### config.mk
export PLATFORM = sky130hd
export DESIGN_NAME = gpio_irq_port
export DESIGN_NICKNAME = d
export VERILOG_FILES = /design/src/rtl/gpio_irq_port.sv
export SDC_FILE = /design/constraint.sdc
export NUM_CORES = 1
export LEC_CHECK = 0
export ABC_AREA = 0
export CAP_MARGIN = 20
export CORE_UTILIZATION = 36
export DETAILED_ROUTE_END_ITERATION = 12
export MAX_ROUTING_LAYER = met4
export PLACE_DENSITY = 0.63
export SYNTH_ARGS = -nofsm -noshare
export SYNTH_HDL_FRONTEND = slang
export SYNTH_SLANG_ARGS = --single-unit
### constraint.sdc
create_clock -name clk -period 2.5 [get_ports clk]
set_input_delay 0.75 -clock clk [delete_from_list [all_inputs] [get_ports clk]]
set_output_delay 0.75 -clock clk [all_outputs]
set_load 0.005 [all_outputs]
### src/rtl/gpio_irq_port.sv
module gpio_irq_port #(
  parameter int AW = 6
) (
  input  logic          clk,
  input  logic          rst_n,
  input  logic [AW-1:0] addr,
  input  logic          wr_en,
  input  logic [31:0]   wr_data,
  output logic [31:0]   rd_data,
  input  logic [31:0]   pad_in,
  output logic [31:0]   pad_out,
  output logic [31:0]   pad_oe,
  output logic          irq_lo,
  output logic          irq_hi,
  output logic          irq_any
);
  localparam int IW = AW - 2;
  localparam logic [IW-1:0] IX_DOUT = IW'(0);
  localparam logic [IW-1:0] IX_DIR  = IW'(1);
  localparam logic [IW-1:0] IX_PAD  = IW'(2);
  localparam logic [IW-1:0] IX_CFGL = IW'(3);
  localparam logic [IW-1:0] IX_CFGH = IW'(4);
  localparam logic [IW-1:0] IX_MASK = IW'(5);
  localparam logic [IW-1:0] IX_STAT = IW'(6);

  logic [31:0] dout_q, dir_q, cfg_lo_q, cfg_hi_q, mask_q, stat_q;
  logic [31:0] sync1_q, sync2_q, prev_q;
  logic [31:0] hit;
  logic [31:0] w1c;

  wire [IW-1:0] widx   = addr[AW-1:2];
  wire          aligned = (addr[1:0] == 2'b00);
  wire          wr_ok  = wr_en && aligned;

  genvar g;
  generate
    for (g = 0; g < 32; g++) begin : g_pin
      logic [1:0] mode;
      if (g < 16) begin : g_low
        assign mode = cfg_lo_q[2*g +: 2];
      end else begin : g_high
        assign mode = cfg_hi_q[2*(g-16) +: 2];
      end
      always_comb begin
        case (mode)
          2'd0:    hit[g] = ~sync2_q[g];
          2'd1:    hit[g] =  sync2_q[g];
          2'd2:    hit[g] =  sync2_q[g] & ~prev_q[g];
          default: hit[g] = ~sync2_q[g] &  prev_q[g];
        endcase
      end
    end
  endgenerate

  assign w1c = (wr_ok && widx == IX_STAT) ? wr_data : 32'h0;

  always_ff @(posedge clk or negedge rst_n) begin
    if (!rst_n) begin
      dout_q   <= '0;
      dir_q    <= '0;
      cfg_lo_q <= '0;
      cfg_hi_q <= '0;
      mask_q   <= '0;
      stat_q   <= '0;
      sync1_q  <= '0;
      sync2_q  <= '0;
      prev_q   <= '0;
    end else begin
      sync1_q <= pad_in;
      sync2_q <= sync1_q;
      prev_q  <= sync2_q;
      stat_q  <= (stat_q & ~w1c) | hit;
      if (wr_ok) begin
        case (widx)
          IX_DOUT: dout_q   <= wr_data;
          IX_DIR:  dir_q    <= wr_data;
          IX_CFGL: cfg_lo_q <= wr_data;
          IX_CFGH: cfg_hi_q <= wr_data;
          IX_MASK: mask_q   <= wr_data;
          default: ;
        endcase
      end
    end
  end

  always_comb begin
    rd_data = '0;
    if (aligned) begin
      case (widx)
        IX_DOUT: rd_data = dout_q;
        IX_DIR:  rd_data = dir_q;
        IX_PAD:  rd_data = sync2_q;
        IX_CFGL: rd_data = cfg_lo_q;
        IX_CFGH: rd_data = cfg_hi_q;
        IX_MASK: rd_data = mask_q;
        IX_STAT: rd_data = stat_q;
        default: rd_data = '0;
      endcase
    end
  end

  assign pad_out = dout_q;
  assign pad_oe  = dir_q;
  assign irq_lo  = |(stat_q[15:0]  & mask_q[15:0]);
  assign irq_hi  = |(stat_q[31:16] & mask_q[31:16]);
  assign irq_any = irq_lo | irq_hi;

  AST_OE_FROM_DIR: assert property (@(posedge clk) disable iff (!rst_n)
    (wr_ok && widx == IX_DIR) |=> (pad_oe == $past(wr_data)));
  AST_PAD_SYNC: assert property (@(posedge clk) disable iff (!rst_n)
    $past(rst_n, 2) |-> (sync2_q == $past(pad_in, 2)));
  AST_W1C_CLEARS: assert property (@(posedge clk) disable iff (!rst_n)
    (wr_ok && widx == IX_STAT) |=> ((stat_q & $past(wr_data & ~hit)) == 32'h0));
  AST_SET_WINS: assert property (@(posedge clk) disable iff (!rst_n)
    rst_n |=> ((stat_q & $past(hit)) == $past(hit)));
  AST_MASK_GATES: assert property (@(posedge clk) disable iff (!rst_n)
    (mask_q == 32'h0) |-> !irq_any);
  AST_UNDEF_WRITE: assert property (@(posedge clk) disable iff (!rst_n)
    (wr_en && (!aligned || widx > IX_STAT)) |=>
      ($stable(dout_q) && $stable(dir_q) && $stable(mask_q) &&
       $stable(cfg_lo_q) && $stable(cfg_hi_q)));
endmodule

### Yosys cells after proc, flatten, opt, wreduce, memory -nomap -nowiden

Cells that the tools add are included.

| word-level totals | value |
|---|---|
| output and inout bits | 99 |
| flip-flop bits (word level) | 288 |

| cells by class | value |
|---|---|
| reduce and logical (&&, ||, !) cells | 43 |
| bitwise logic cells | 134 |
| equality and inequality tests | 70 |
| muxes and demuxes | 35 |

Operators with widths:

| kind | count |
|---|---|
| one-hot mux 32 bit (7 select lines) | 1 |
| one-hot mux 1 bit (3 select lines) | 32 |
| logical NOT 2 bit | 33 |
| AND 1 bit | 64 |
| equality test 2 x 1 -> 1 bit (second input constant) | 32 |
| equality test 2 bit (second input constant) | 32 |
| two-way mux 32 bit | 2 |
| NOT 1 bit | 64 |
| AND 16 bit | 2 |
| AND 32 bit | 1 |
| NOT 32 bit | 1 |
| OR 32 bit | 1 |
| OR reduction 16 bit | 2 |
| equality test 4 x 3 -> 1 bit (second input constant) | 3 |
| AND reduction 2 bit | 5 |
| equality test 4 x 2 -> 1 bit (second input constant) | 2 |
| equality test 4 x 1 -> 1 bit (second input constant) | 1 |
| logical NOT 4 bit | 1 |
| logical AND 1 bit | 2 |
| OR 1 bit | 1 |

### Longest topological paths before layout

Gate-level depths: netlist of run 1.

| depth | value |
|---|---|
| depth in word-level cells | 7 |
| gate-level depth with buffers | 8 |
| gate-level depth less buffers | 4 |

### Worst setup path after synthesis of run 1

Ideal clock, no wire load.

| path | value |
|---|---|
| path type | input port to output port |
| start point | in addr[2] |
| end point | out rd_data[14] |
| arrival time | 1923 ps |
| slack | -173 ps |
| data required time | 1750 ps |
| stages | 5 |
| cells stage by stage | buf_4 > nor4b_2 > clkbuf_1 > a222oi_1 > a31oi_1 |

| on the way | value |
|---|---|
| longest elaborated chain between the ends | 3 |

RTL lines:

| item | RTL line | text |
|---|---|---|
| start: declaration | 6 | `input logic [AW-1:0] addr,` |
| equality test 4 x 3 -> 1 bit (tied with other cells) | 89 | `case (widx)` |
| one-hot mux 32 bit (7 select lines) * | 89 |  |
| two-way mux 32 bit * | 88 | `if (aligned) begin` |
| end: declaration | 9 | `output logic [31:0] rd_data,` |

Mark *: on every way between the ends. The rest lies on a longest branch, timed or not.

### Worst setup path in the final report of run 1

| path | value |
|---|---|
| start point | in addr[3] |
| end point | out rd_data[8] |

Same word-level chain as after synthesis.

==> reports/qor.yml, run 1 <==
cp_slowest_stage_delay_ns: 0.27
p_clk_share_pct: 41.4
gr-usage-met3_pct: 4.13
crit_path_max_fanout: 6
port_buffers: 171
end_kind: "output port"
overflow: 0
dpl_worst_slack_ns: -1.30
final_max_slew_viol_count: 0
synth_seq_cells: 288
failed_checks: "negative setup slack"
start_kind: "primary input"
ys_types: 35
via_per_inst: 5.55
wl_um: 39900
syn_inst: 904
antenna_cells: 0
setup_violations: 35
grt_pass1_wl_um: 58900
areaGrowthSynthToFinish_pct: 42.4
clkTransAtPathRegs_ns: 0.06
grtUsageMet2_pct: 36.5
synth_adder_area_share_pct: 0
setup_slack_ns: -0.541
gr-max-usage-layer: "met2"
relSlewSlack_pct: 65.1
total_power_w: 0.0123
cts_htree_levels: 2
die_area_um2: 34200
drive_gt1_share_pct: 36.1
clkSinkCount: 288
status: "finished with violations"
synth-compound-area-share_pct: 13.5
final_antenna_net_count: 0
crit_chain: "buf_12 -> buf_8 -> buf_4 -> nor4b_4 -> buf_4 -> buf_6 -> a222oi_1 -> a31oi_1 -> buf_2"
synthSimpleGateAreaFrac_pct: 6.62
rsz0062_at_grt: "true"
drc_errors: 0
fin_skew_ns: 0.0165
ioPinCount: 172
p_leak_nw: 7.39
grt.total_usage_pct: 23.9
muxShareOfSynthArea_pct: 16.3
worstSkewPairLatency_ns: 0.52
core_um2: 32700
finalHoldViolations: 0
maxCapViolations: 0
power.density_nw_per_um2: 720
ir_drop_mv: 0.440
avgSynthCellArea_um2: 13.3
row_count: 66
synth_ff_type: "dfrtp_1"
p_switching_w: 0.00311
grt_pass1_vias: 9470
switching_share_pct: 25.2
period_needed_ns: 3.04
synth_top_family_by_area: "multiplexers"
via_count: 9375
fmax_mhz: 329
die_h_um: 185
synth-edff-count: 0
cts_tree: "done"
start_util_pct: 36.8
wire_per_inst_um: 23.6
required_ns: 1.75
p_int_w: 0.00922
ys_seq_area_share_pct: 59.9
antenna_found_initial: 0
synthesis.nets: 977
hpwl_um: 25100
worst_slew_pin_slew_ns: 0.523
synth_xor_area_share_pct: 1.09
crit_path_top_delay_cell: "nor4b_4"
first_pass_iters: 8
hp-class: "primary input to asynchronous set/reset pin"
num-nets-final: 1298
worstPathArrival_ns: 2.29
cts_root_buffer: "clkbuf_16"
rr_startpoint: "sync2_q[8]"
power_frac_seq_pct: 45.3
gp_congestion: 0.843
cts_buffer_depth: 3
crit_path_start: "addr[3]"
synth-async-reset-ratio_pct: 100
yosysWarnings: 0
drt_iter0_drc: 1040
use_met1_pct: 31.7
combPwrFrac_pct: 13.3
final.period_utilization_pct: 122
critical_path_class: "primary input to output port"
synth_area_um2: 12000
crit_path_frequent_cell: "buf_4"
grt_max_degree: 62
numCtsBuffers: 34
fp.dieW_um: 185
-- cell usage in the layout, fill, tap and decap left out, drive strengths merged, types with 32 or more instances in the layout --
cell type / n
clkdlybuf4s50: 131
a221o: 32
nor2: 49
mux2: 160
dfrtp: 288
a31oi: 32
nand2: 40
buf: 198
a222oi: 32
clkbuf: 53
a22oi: 64
-- kinds of logic (layout without fill, tap and decap cells) --
group                     after synthesis  count (layout)
xor gates and xnor gates               15              15
AOI/OAI and AO/OA                     209             209
buffers and inverters                  65             409
and+or+nand+nor                       151             151
muxes                                 176             176
DFF                                   288             288
-- registers in the layout, summed over array words and instances, names as in the netlist --
signal and cells:
stat_q 32, sync1_q 32, cfg_lo_q 32, pad_out 32, sync2_q 32, pad_oe 32, mask_q 32, cfg_hi_q 32
prev_q 32
-- synth_stat cells (16+ instances only) --
cell        n  area share [%]
mux2i_1    16             1.3
clkbuf_1   24            0.75
a221o_1    32             2.7
a31oi_1    32             1.7
buf_2      16            0.67
nand2_1    40             1.2
inv_1      16            0.50
mux2_2    149              14
nor2_1     49             1.5
o21ai_0    31             1.3
a222oi_1   32             2.7
dfrtp_1   288              60
a22oi_1    64             4.0
nand3_1    17            0.71
-- path summary, 6_finish.rpt --
kind	cells after the start	slack (ns)	endpoint
max in group asynchronous	2	1.59	sync2_q[31]
worst min register to register	0	0.35	sync2_q[26]
worst max-delay path	9	-0.54	rd_data[8]
worst min-delay path	1	0.20	sync1_q[7]
worst max register to register	3	1.28	stat_q[8]
min in group clk	0	0.35	sync2_q[26]
-- power by group through the flow --
stage	clock network [W]	registers (W)	logic, W
floorplan	0	0.00548	0.000666
global placement	0	0.00562	0.00149
detailed placement	0	0.00564	0.00152
CTS	0.00516	0.00557	0.00162
global route	0.00538	0.00564	0.00177
finish	0.00511	0.00559	0.00164
-- cell type report --
type | instances | area, um2
flip-flops and latches | 288 | 7210
inverters | 16 | 60.1
well taps | 442 | 553
clock inverters | 11 | 176
fillers | 2833 | 15600
clock buffers | 48 | 973
multi-input cells | 551 | 4750
repair buffers | 334 | 3420
-- metal layers --
metal,vias up,wire length (um)
li1,4101,-
met1,4771,17200
met2,407,18500
met3,96,2770
met4,0,1540
met5,-,0
-- worst max-delay path: cells and delay by family --
family                 cells  cell delay (ns)
buffers and inverters      6             0.94
AOI/OAI and AO/OA          2             0.33
and+or+nand+nor            1             0.27
-- through the flow --
step / instance area (um2) / TNS [ns] / util (%) / hold WS, ns / cells
3_5_place_dp: 15200 / -93.19 / 46.5 / 0.335 / 1582
2_1_floorplan: 12200 / -0.410 / - / 0.331 / 904
5_1_grt: 17100 / -18.12 / 52.4 / 0.230 / 1690
3_3_place_gp: 15200 / -86.98 / 46.5 / 0.333 / 1582
6_report: 17100 / -15.75 / 52.4 / 0.196 / 1690
4_1_cts: 17000 / -16.27 / 51.9 / 0.203 / 1682
-- what timing repair did --
action | CTS | global route
pin swaps | 55 | 30
resized for setup | 229 | 21
hold buffers | 0 | 0
gates cloned | 7 | 6
buffers inserted | 37 | 9
setup endpoints to repair | 35 | 35
No activity file was read; power rests on OpenSTA's default activity.
==> run 2, diff against run 1 <==
--- a/config.mk
+++ b/config.mk
@@ -7,10 +7,11 @@
 export LEC_CHECK = 0
 export ABC_AREA = 0
 export CAP_MARGIN = 20
-export CORE_UTILIZATION = 36
+export CORE_MARGIN = 1
+export CORE_UTILIZATION = 24
 export DETAILED_ROUTE_END_ITERATION = 12
 export MAX_ROUTING_LAYER = met4
-export PLACE_DENSITY = 0.63
+export PLACE_DENSITY = 0.47
 export SYNTH_ARGS = -nofsm -noshare
 export SYNTH_HDL_FRONTEND = slang
 export SYNTH_SLANG_ARGS = --single-unit
==> run 2 against run 1 <==
- critical endpoint is now rd_data[17]
- highest routed layer unchanged
- sequential cell count unchanged
- via count decreased by 0.78%
- power decreased by 0.96%
- clock-buffer cell count increased by 5
- the flow still finishes with violations (negative setup slack)
- first-iteration DRC count decreased by 29%
==> reports/qor.yml, run 2 (synthesis results as in run 1) <==
p_int_w: 0.00906  # was 0.00922 W
worst_slew_pin_slew_ns: 0.453  # was 0.523 ns
power_frac_seq_pct: 45.9  # was 45.3%
num-nets-final: 1306  # was 1,298
crit_path_top_delay_cell: "a31oi_2"  # was nor4b_4
reg2reg_slack_ns: 1.26  # was 1.28 ns
clkTransAtPathRegs_ns: 0.06  # about the same
final_cell_mix: "288 x dfrtp_1, 149 x mux2_2, 131 x clkdlybuf4s50_1, 110 x buf_4, 49 x nor2_1"  # was 287 x dfrtp_1, 149 x mux2_2, 131 x clkdlybuf4s50_1, 102 x buf_4, 49 x nor2_1
fmax_mhz: 320  # was 329 MHz
crit_path_max_fanout: 8  # was 6
power.density_nw_per_um2: 699  # was 720 nW/um2
maxCapViolations: 0  # unchanged
grt_max_degree: 62  # unchanged
drt_iter0_drc: 738  # was 1,040
worstSkewPairLatency_ns: 0.54  # was 0.52 ns
rr_startpoint: "sync2_q[11]"  # was sync2_q[8]
cts_tree: "done"  # unchanged
port_buffers: 171  # unchanged
final_max_slew_viol_count: 0  # unchanged
crit_family: "buffers and inverters"  # unchanged
overflow: 0  # unchanged
switching_share_pct: 25.8  # was 25.2%
start_kind: "primary input"  # unchanged
final_common_cell: "dfrtp_1"  # unchanged
relSlewSlack_pct: 69.8  # was 65.1%
failed_checks: "negative setup slack"  # unchanged
dpl_worst_slack_ns: -1.42  # was -1.30 ns
clkSinkCount: 288  # unchanged
antenna_cells: 0  # unchanged
grt_pass1_wl_um: 65400  # was 58,900 um
antenna_found_initial: 0  # unchanged
core_um2: 49200  # was 32,700 um2
grt.total_usage_pct: 18.2  # was 23.9%
total_power_w: 0.0122  # was 0.0123 W
status: "finished with violations"  # unchanged
worst-path-buf-inv: 7  # was 6
finalHoldViolations: 0  # unchanged
worstPathArrival_ns: 2.37  # was 2.29 ns
reg2reg_depth: 4  # was 3
via_per_inst: 4.85  # was 5.55
combPwrFrac_pct: 13.8  # was 13.3%
fin_skew_ns: 0.0226  # was 0.0165 ns
setup_violations: 35  # unchanged
hpwl_um: 28500  # was 25,100 um
p_leak_nw: 7.42  # was 7.39 nW
first_pass_iters: 6  # was 8
gp_congestion: 0.813  # was 0.843
ioPinCount: 172  # unchanged
drc_errors: 0  # unchanged
row_count: 81  # was 66
via_count: 9302  # was 9,375
end_kind: "output port"  # unchanged
final.period_utilization_pct: 125  # was 122%
p_switching_w: 0.00316  # was 0.00311 W
period_needed_ns: 3.12  # was 3.04 ns
die_h_um: 226  # was 185 um
cts_buffer_depth: 3  # unchanged
die_area_um2: 51000  # was 34,200 um2
critical_path_class: "primary input to output port"  # unchanged
cts_htree_levels: 2  # unchanged
numCtsBuffers: 34  # unchanged
wl_um: 45100  # was 39,900 um
ir_drop_mv: 0.378  # was 0.440 mV
worstSetupPathDepth: 10  # was 9
wire_per_inst_um: 23.5  # was 23.6 um
fp.dieW_um: 226  # was 185 um
hp-class: "primary input to asynchronous set/reset pin"  # unchanged
r2r-end: "stat_q[11]"  # was stat_q[8]
areaGrowthSynthToFinish_pct: 45.3  # was 42.4%
required_ns: 1.75  # about the same
start_util_pct: 24.5  # was 36.8%
p_clk_share_pct: 40.3  # was 41.4%
cts_root_buffer: "clkbuf_16"  # unchanged
grt_pass1_vias: 9425  # was 9,470
final_antenna_net_count: 0  # unchanged
crit_chain: "buf_8 -> buf_12 -> buf_8 -> nor4b_4 -> buf_6 -> buf_12 -> buf_16 -> a222oi_1 -> a31oi_2 -> buf_2"  # was buf_12 -> buf_8 -> buf_4 -> nor4b_4 -> buf_4 -> buf_6 -> a222oi_1 -> a31oi_1 -> buf_2
rsz0062_at_grt: "true"  # unchanged
cp_slowest_stage_delay_ns: 0.30  # was 0.27 ns
setup_slack_ns: -0.621  # was -0.541 ns
drive_gt1_share_pct: 36.2  # was 36.1%
run 2: layout make-up:
type                            instances  area, um2
Sequential cell                       288       7210
Timing Repair Buffer                  342       3530
Multi-Input combinational cell        551       4770
Inverter                               16       60.1
Clock inverter                          5       78.8
Tap cell                              664        831
Fill cell                            4813      31700
Clock buffer                           53       1000
run 2: metrics by stage:
step | area (um2) | cells | utilization (%) | hold WS (ns) | TNS [ns]
floorplan | 12200 | 904 | - | 0.331 | -0.410
global placement | 15500 | 1806 | 31.5 | 0.335 | -102.62
detailed placement | 15500 | 1806 | 31.5 | 0.335 | -108.94
CTS | 17400 | 1915 | 35.4 | 0.0776 | -19.62
global route | 17500 | 1919 | 35.6 | 0.0929 | -20.10
finish | 17500 | 1919 | 35.6 | 0.0793 | -17.82
run 2: layer usage:
layer  wire [um]  share of wire [%]  global-route usage, %  vias to the layer above
met4        1330                2.9                   6.45                        0
li1            -                  -                      -                     4118
met1       20900                 46                   25.2                     4780
met5           0                  0                      -                        -
met2       20300                 45                   26.8                      337
met3        2620                5.8                   3.07                       67
run 2: power by group through the flow:
| stage | logic (W) | clock network [W] | registers (W) |
|---|---|---|---|
| detailed placement | 0.00156 | 0 | 0.00567 |
| CTS | 0.00169 | 0.00505 | 0.00560 |
| floorplan | 0.000666 | 0 | 0.00548 |
| finish | 0.00168 | 0.00493 | 0.00561 |
| global placement | 0.00154 | 0 | 0.00567 |
| global route | 0.00182 | 0.00522 | 0.00566 |
run 2: how the worst max path moves through the flow:
stage / start / endpoint / slack, ns
6_report: addr[5] / rd_data[17] / -0.62
5_1_grt: addr[5] / rd_data[17] / -0.68
4_1_cts: addr[3] / rd_data[15] / -0.65
3_5_place_dp: addr[5] / rd_data[11] / -1.42
3_3_place_gp: addr[5] / rd_data[11] / -1.42
2_1_floorplan: addr[5] / rd_data[0] / -0.02
run 2: repair_timing:
item                                   4_1_cts  5_1_grt
resized for setup                          227       20
setup buffers                               39        7
setup endpoints to repair                   35       35
pin swaps                                   58       34
endpoints found under the hold margin        0        0
hold buffers                                 0        0
cloned                                      13        3
==> run 3, diff against run 2 <==
--- a/config.mk
+++ b/config.mk
@@ -5,13 +5,12 @@
 export SDC_FILE = /design/constraint.sdc
 export NUM_CORES = 1
 export LEC_CHECK = 0
-export ABC_AREA = 0
 export CAP_MARGIN = 20
 export CORE_MARGIN = 1
-export CORE_UTILIZATION = 24
+export CORE_UTILIZATION = 49
 export DETAILED_ROUTE_END_ITERATION = 12
 export MAX_ROUTING_LAYER = met4
-export PLACE_DENSITY = 0.47
+export PLACE_DENSITY_LB_ADDON = 0.25
 export SYNTH_ARGS = -nofsm -noshare
 export SYNTH_HDL_FRONTEND = slang
 export SYNTH_SLANG_ARGS = --single-unit
==> run 3 against run 2 <==
- the flow still finishes with violations (negative setup slack)
- highest routed layer unchanged
- first-iteration DRC count increased by 28%
- fmax is 3.1% higher
- largest cell class unchanged
- worst setup slack better by 0.093 ns
- wire length decreased by 16%
- critical path type unchanged
- die area shrank 51%
- non-clock buffer count shrank 3
- critical endpoint unchanged
==> reports/qor.yml, run 3 (synthesis results as in run 1) <==
drive_gt1_share_pct: 37.5  # was 36.2%
final_antenna_net_count: 0  # unchanged
numCtsBuffers: 30  # was 34
cts_buffer_depth: 3  # unchanged
grt.total_usage_pct: 30.9  # was 18.2%
core_um2: 23800  # was 49,200 um2
wl_met2_um: 18200  # was 20,300 um
end_kind: "output port"  # unchanged
ir_drop_mv: 0.709  # was 0.378 mV
power.density_nw_per_um2: 697  # was 699 nW/um2
fp.dieW_um: 159  # was 226 um
first_pass_iters: 6  # unchanged
grt_pass1_vias: 9972  # was 9,425
setup_violations: 35  # unchanged
crit_path_top_delay_cell: "a31oi_2"  # unchanged
final_cells: 1566  # was 1,919
met3WireLength_um: 2590  # was 2620 um
cts_tree: "done"  # unchanged
rr_startpoint: "cfg_hi_q[2]"  # was sync2_q[11]
fmax_mhz: 330  # was 320 MHz
rsz0062_at_grt: "true"  # unchanged
finalHoldViolations: 0  # unchanged
die_h_um: 159  # was 226 um
final_cell_mix: "288 x dfrtp_1, 149 x mux2_2, 131 x clkdlybuf4s50_1, 97 x buf_4, 49 x nor2_1"  # was 288 x dfrtp_1, 149 x mux2_2, 131 x clkdlybuf4s50_1, 110 x buf_4, 49 x nor2_1
clkTransAtPathRegs_ns: 0.07  # was 0.06 ns
drt_iter0_drc: 945  # was 738
gp_congestion: 0.929  # was 0.813
hpwl_um: 24000  # was 28,500 um
reg2reg_slack_ns: 1.28  # was 1.26 ns
crit_path_start: "addr[4]"  # was addr[5]
maxCapViolations: 0  # unchanged
final.period_utilization_pct: 121  # was 125%
period_needed_ns: 3.03  # was 3.12 ns
m1WireLength_um: 15500  # was 20,900 um
crit_family: "buffers and inverters"  # unchanged
hp-class: "primary input to asynchronous set/reset pin"  # unchanged
grt_max_degree: 80  # was 62
worstSetupPathDepth: 9  # was 10
setup_slack_ns: -0.529  # was -0.621 ns
failed_checks: "negative setup slack"  # unchanged
start_util_pct: 50.7  # was 24.5%
worstSkewPairLatency_ns: 0.55  # was 0.54 ns
crit_chain: "buf_8 -> buf_6 -> buf_4 -> nor4b_4 -> buf_6 -> buf_8 -> a22oi_2 -> a31oi_2 -> buf_2"  # was buf_8 -> buf_12 -> buf_8 -> nor4b_4 -> buf_6 -> buf_12 -> buf_16 -> a222oi_1 -> a31oi_2 -> buf_2
antenna_cells: 0  # unchanged
cts_root_buffer: "clkbuf_16"  # unchanged
wl_um: 37900  # was 45,100 um
worst-path-buf-inv: 6  # was 7
drc_errors: 0  # unchanged
wire_per_inst_um: 24.2  # was 23.5 um
final_max_slew_viol_count: 0  # unchanged
fin_skew_ns: 0.00807  # was 0.0226 ns
worst_slew_pin_slew_ns: 0.427  # was 0.453 ns
required_ns: 1.75  # about the same
highest_layer: "met4"  # unchanged
final_common_cell: "dfrtp_1"  # unchanged
overflow: 0  # unchanged
row_count: 56  # was 81
r2r-end: "stat_q[17]"  # was stat_q[11]
antenna_found_initial: 0  # unchanged
clkSinkCount: 288  # unchanged
grt_pass1_wl_um: 58100  # was 65,400 um
cts_htree_levels: 1  # was 2
areaGrowthSynthToFinish_pct: 41.2  # was 45.3%
status: "finished with violations"  # unchanged
ioPinCount: 172  # unchanged
setup_tns_ns: -14.19  # was -17.82 ns
relSlewSlack_pct: 71.6  # was 69.8%
reg2reg_depth: 4  # unchanged
p_leak_nw: 7.38  # was 7.42 nW
worstPathArrival_ns: 2.28  # was 2.37 ns
num-nets-final: 1299  # was 1,306
via_per_inst: 6.19  # was 4.85
port_buffers: 171  # unchanged
ctsHoldBuffers: 0  # unchanged
via_count: 9686  # was 9,302
start_kind: "primary input"  # unchanged
cp_slowest_stage_delay_ns: 0.30  # about the same
die_area_um2: 25200  # was 51,000 um2
dpl.cell_count: 1458  # was 1,806
crit_path_max_fanout: 6  # was 8
dpl_worst_slack_ns: -1.33  # was -1.42 ns
critical_path_class: "primary input to output port"  # unchanged
endpoint: "rd_data[17]"  # unchanged
## run 3: cell types whose count changed in the layout (fill, tap and decap cells not counted), sizes merged
cell and delta:
clkinv +3, bufbuf -1, clkinvlp +2, clkbuf -12
bufinv +1, buf -1
## run 3: area by class of cell
| type | instances | area (um2) |
|---|---|---|
| well taps | 319 | 399 |
| repair buffers | 339 | 3460 |
| clock inverters | 11 | 141 |
| clock buffers | 42 | 877 |
| flip-flops and latches | 288 | 7210 |
| inverters | 16 | 60.1 |
| fillers | 1525 | 6770 |
| multi-input cells | 551 | 4840 |
## run 3: worst min path at each step
stage,end,slack (ns),cells after the start
4_1_cts,sync2_q[2],0.11,1
2_1_floorplan,sync2_q[0],0.33,0
3_5_place_dp,sync2_q[13],0.33,0
3_3_place_gp,sync2_q[27],0.33,0
5_1_grt,stat_q[2],0.13,1
6_report,prev_q[3],0.11,1
## run 3: per-layer routing
metal  global-route usage (%)  vias up
met5                        -        -
met3                     4.81      126
met4                     13.8        0
met2                     48.5      501
met1                     39.7     4959
li1                         -     4100
## run 3: power by group
group          switching [W]  internal (W)
Sequential          0.000507       0.00509
Clock                0.00184       0.00274
Combinational       0.000655       0.00101
Total                0.00300       0.00884
## run 3: what timing repair did
item | CTS | global route
setup endpoints to repair | 35 | 35
pin swaps | 59 | 36
endpoints found under the hold margin | 0 | 0
gates resized for setup | 256 | 30
setup buffers | 37 | 12
gates cloned | 11 | 2
## run 3: stage by stage
stage / instance area (um2) / util (%) / total power (W) / hold WS (ns)
5_1_grt: 17000 / 71.5 / 0.0122 / 0.129
6_report: 17000 / 71.5 / 0.0118 / 0.107
2_1_floorplan: 12200 / - / 0.00615 / 0.331
3_5_place_dp: 15000 / 63.3 / 0.00713 / 0.335
3_3_place_gp: 15000 / 63.3 / 0.00708 / 0.332
4_1_cts: 16800 / 70.6 / 0.0118 / 0.113
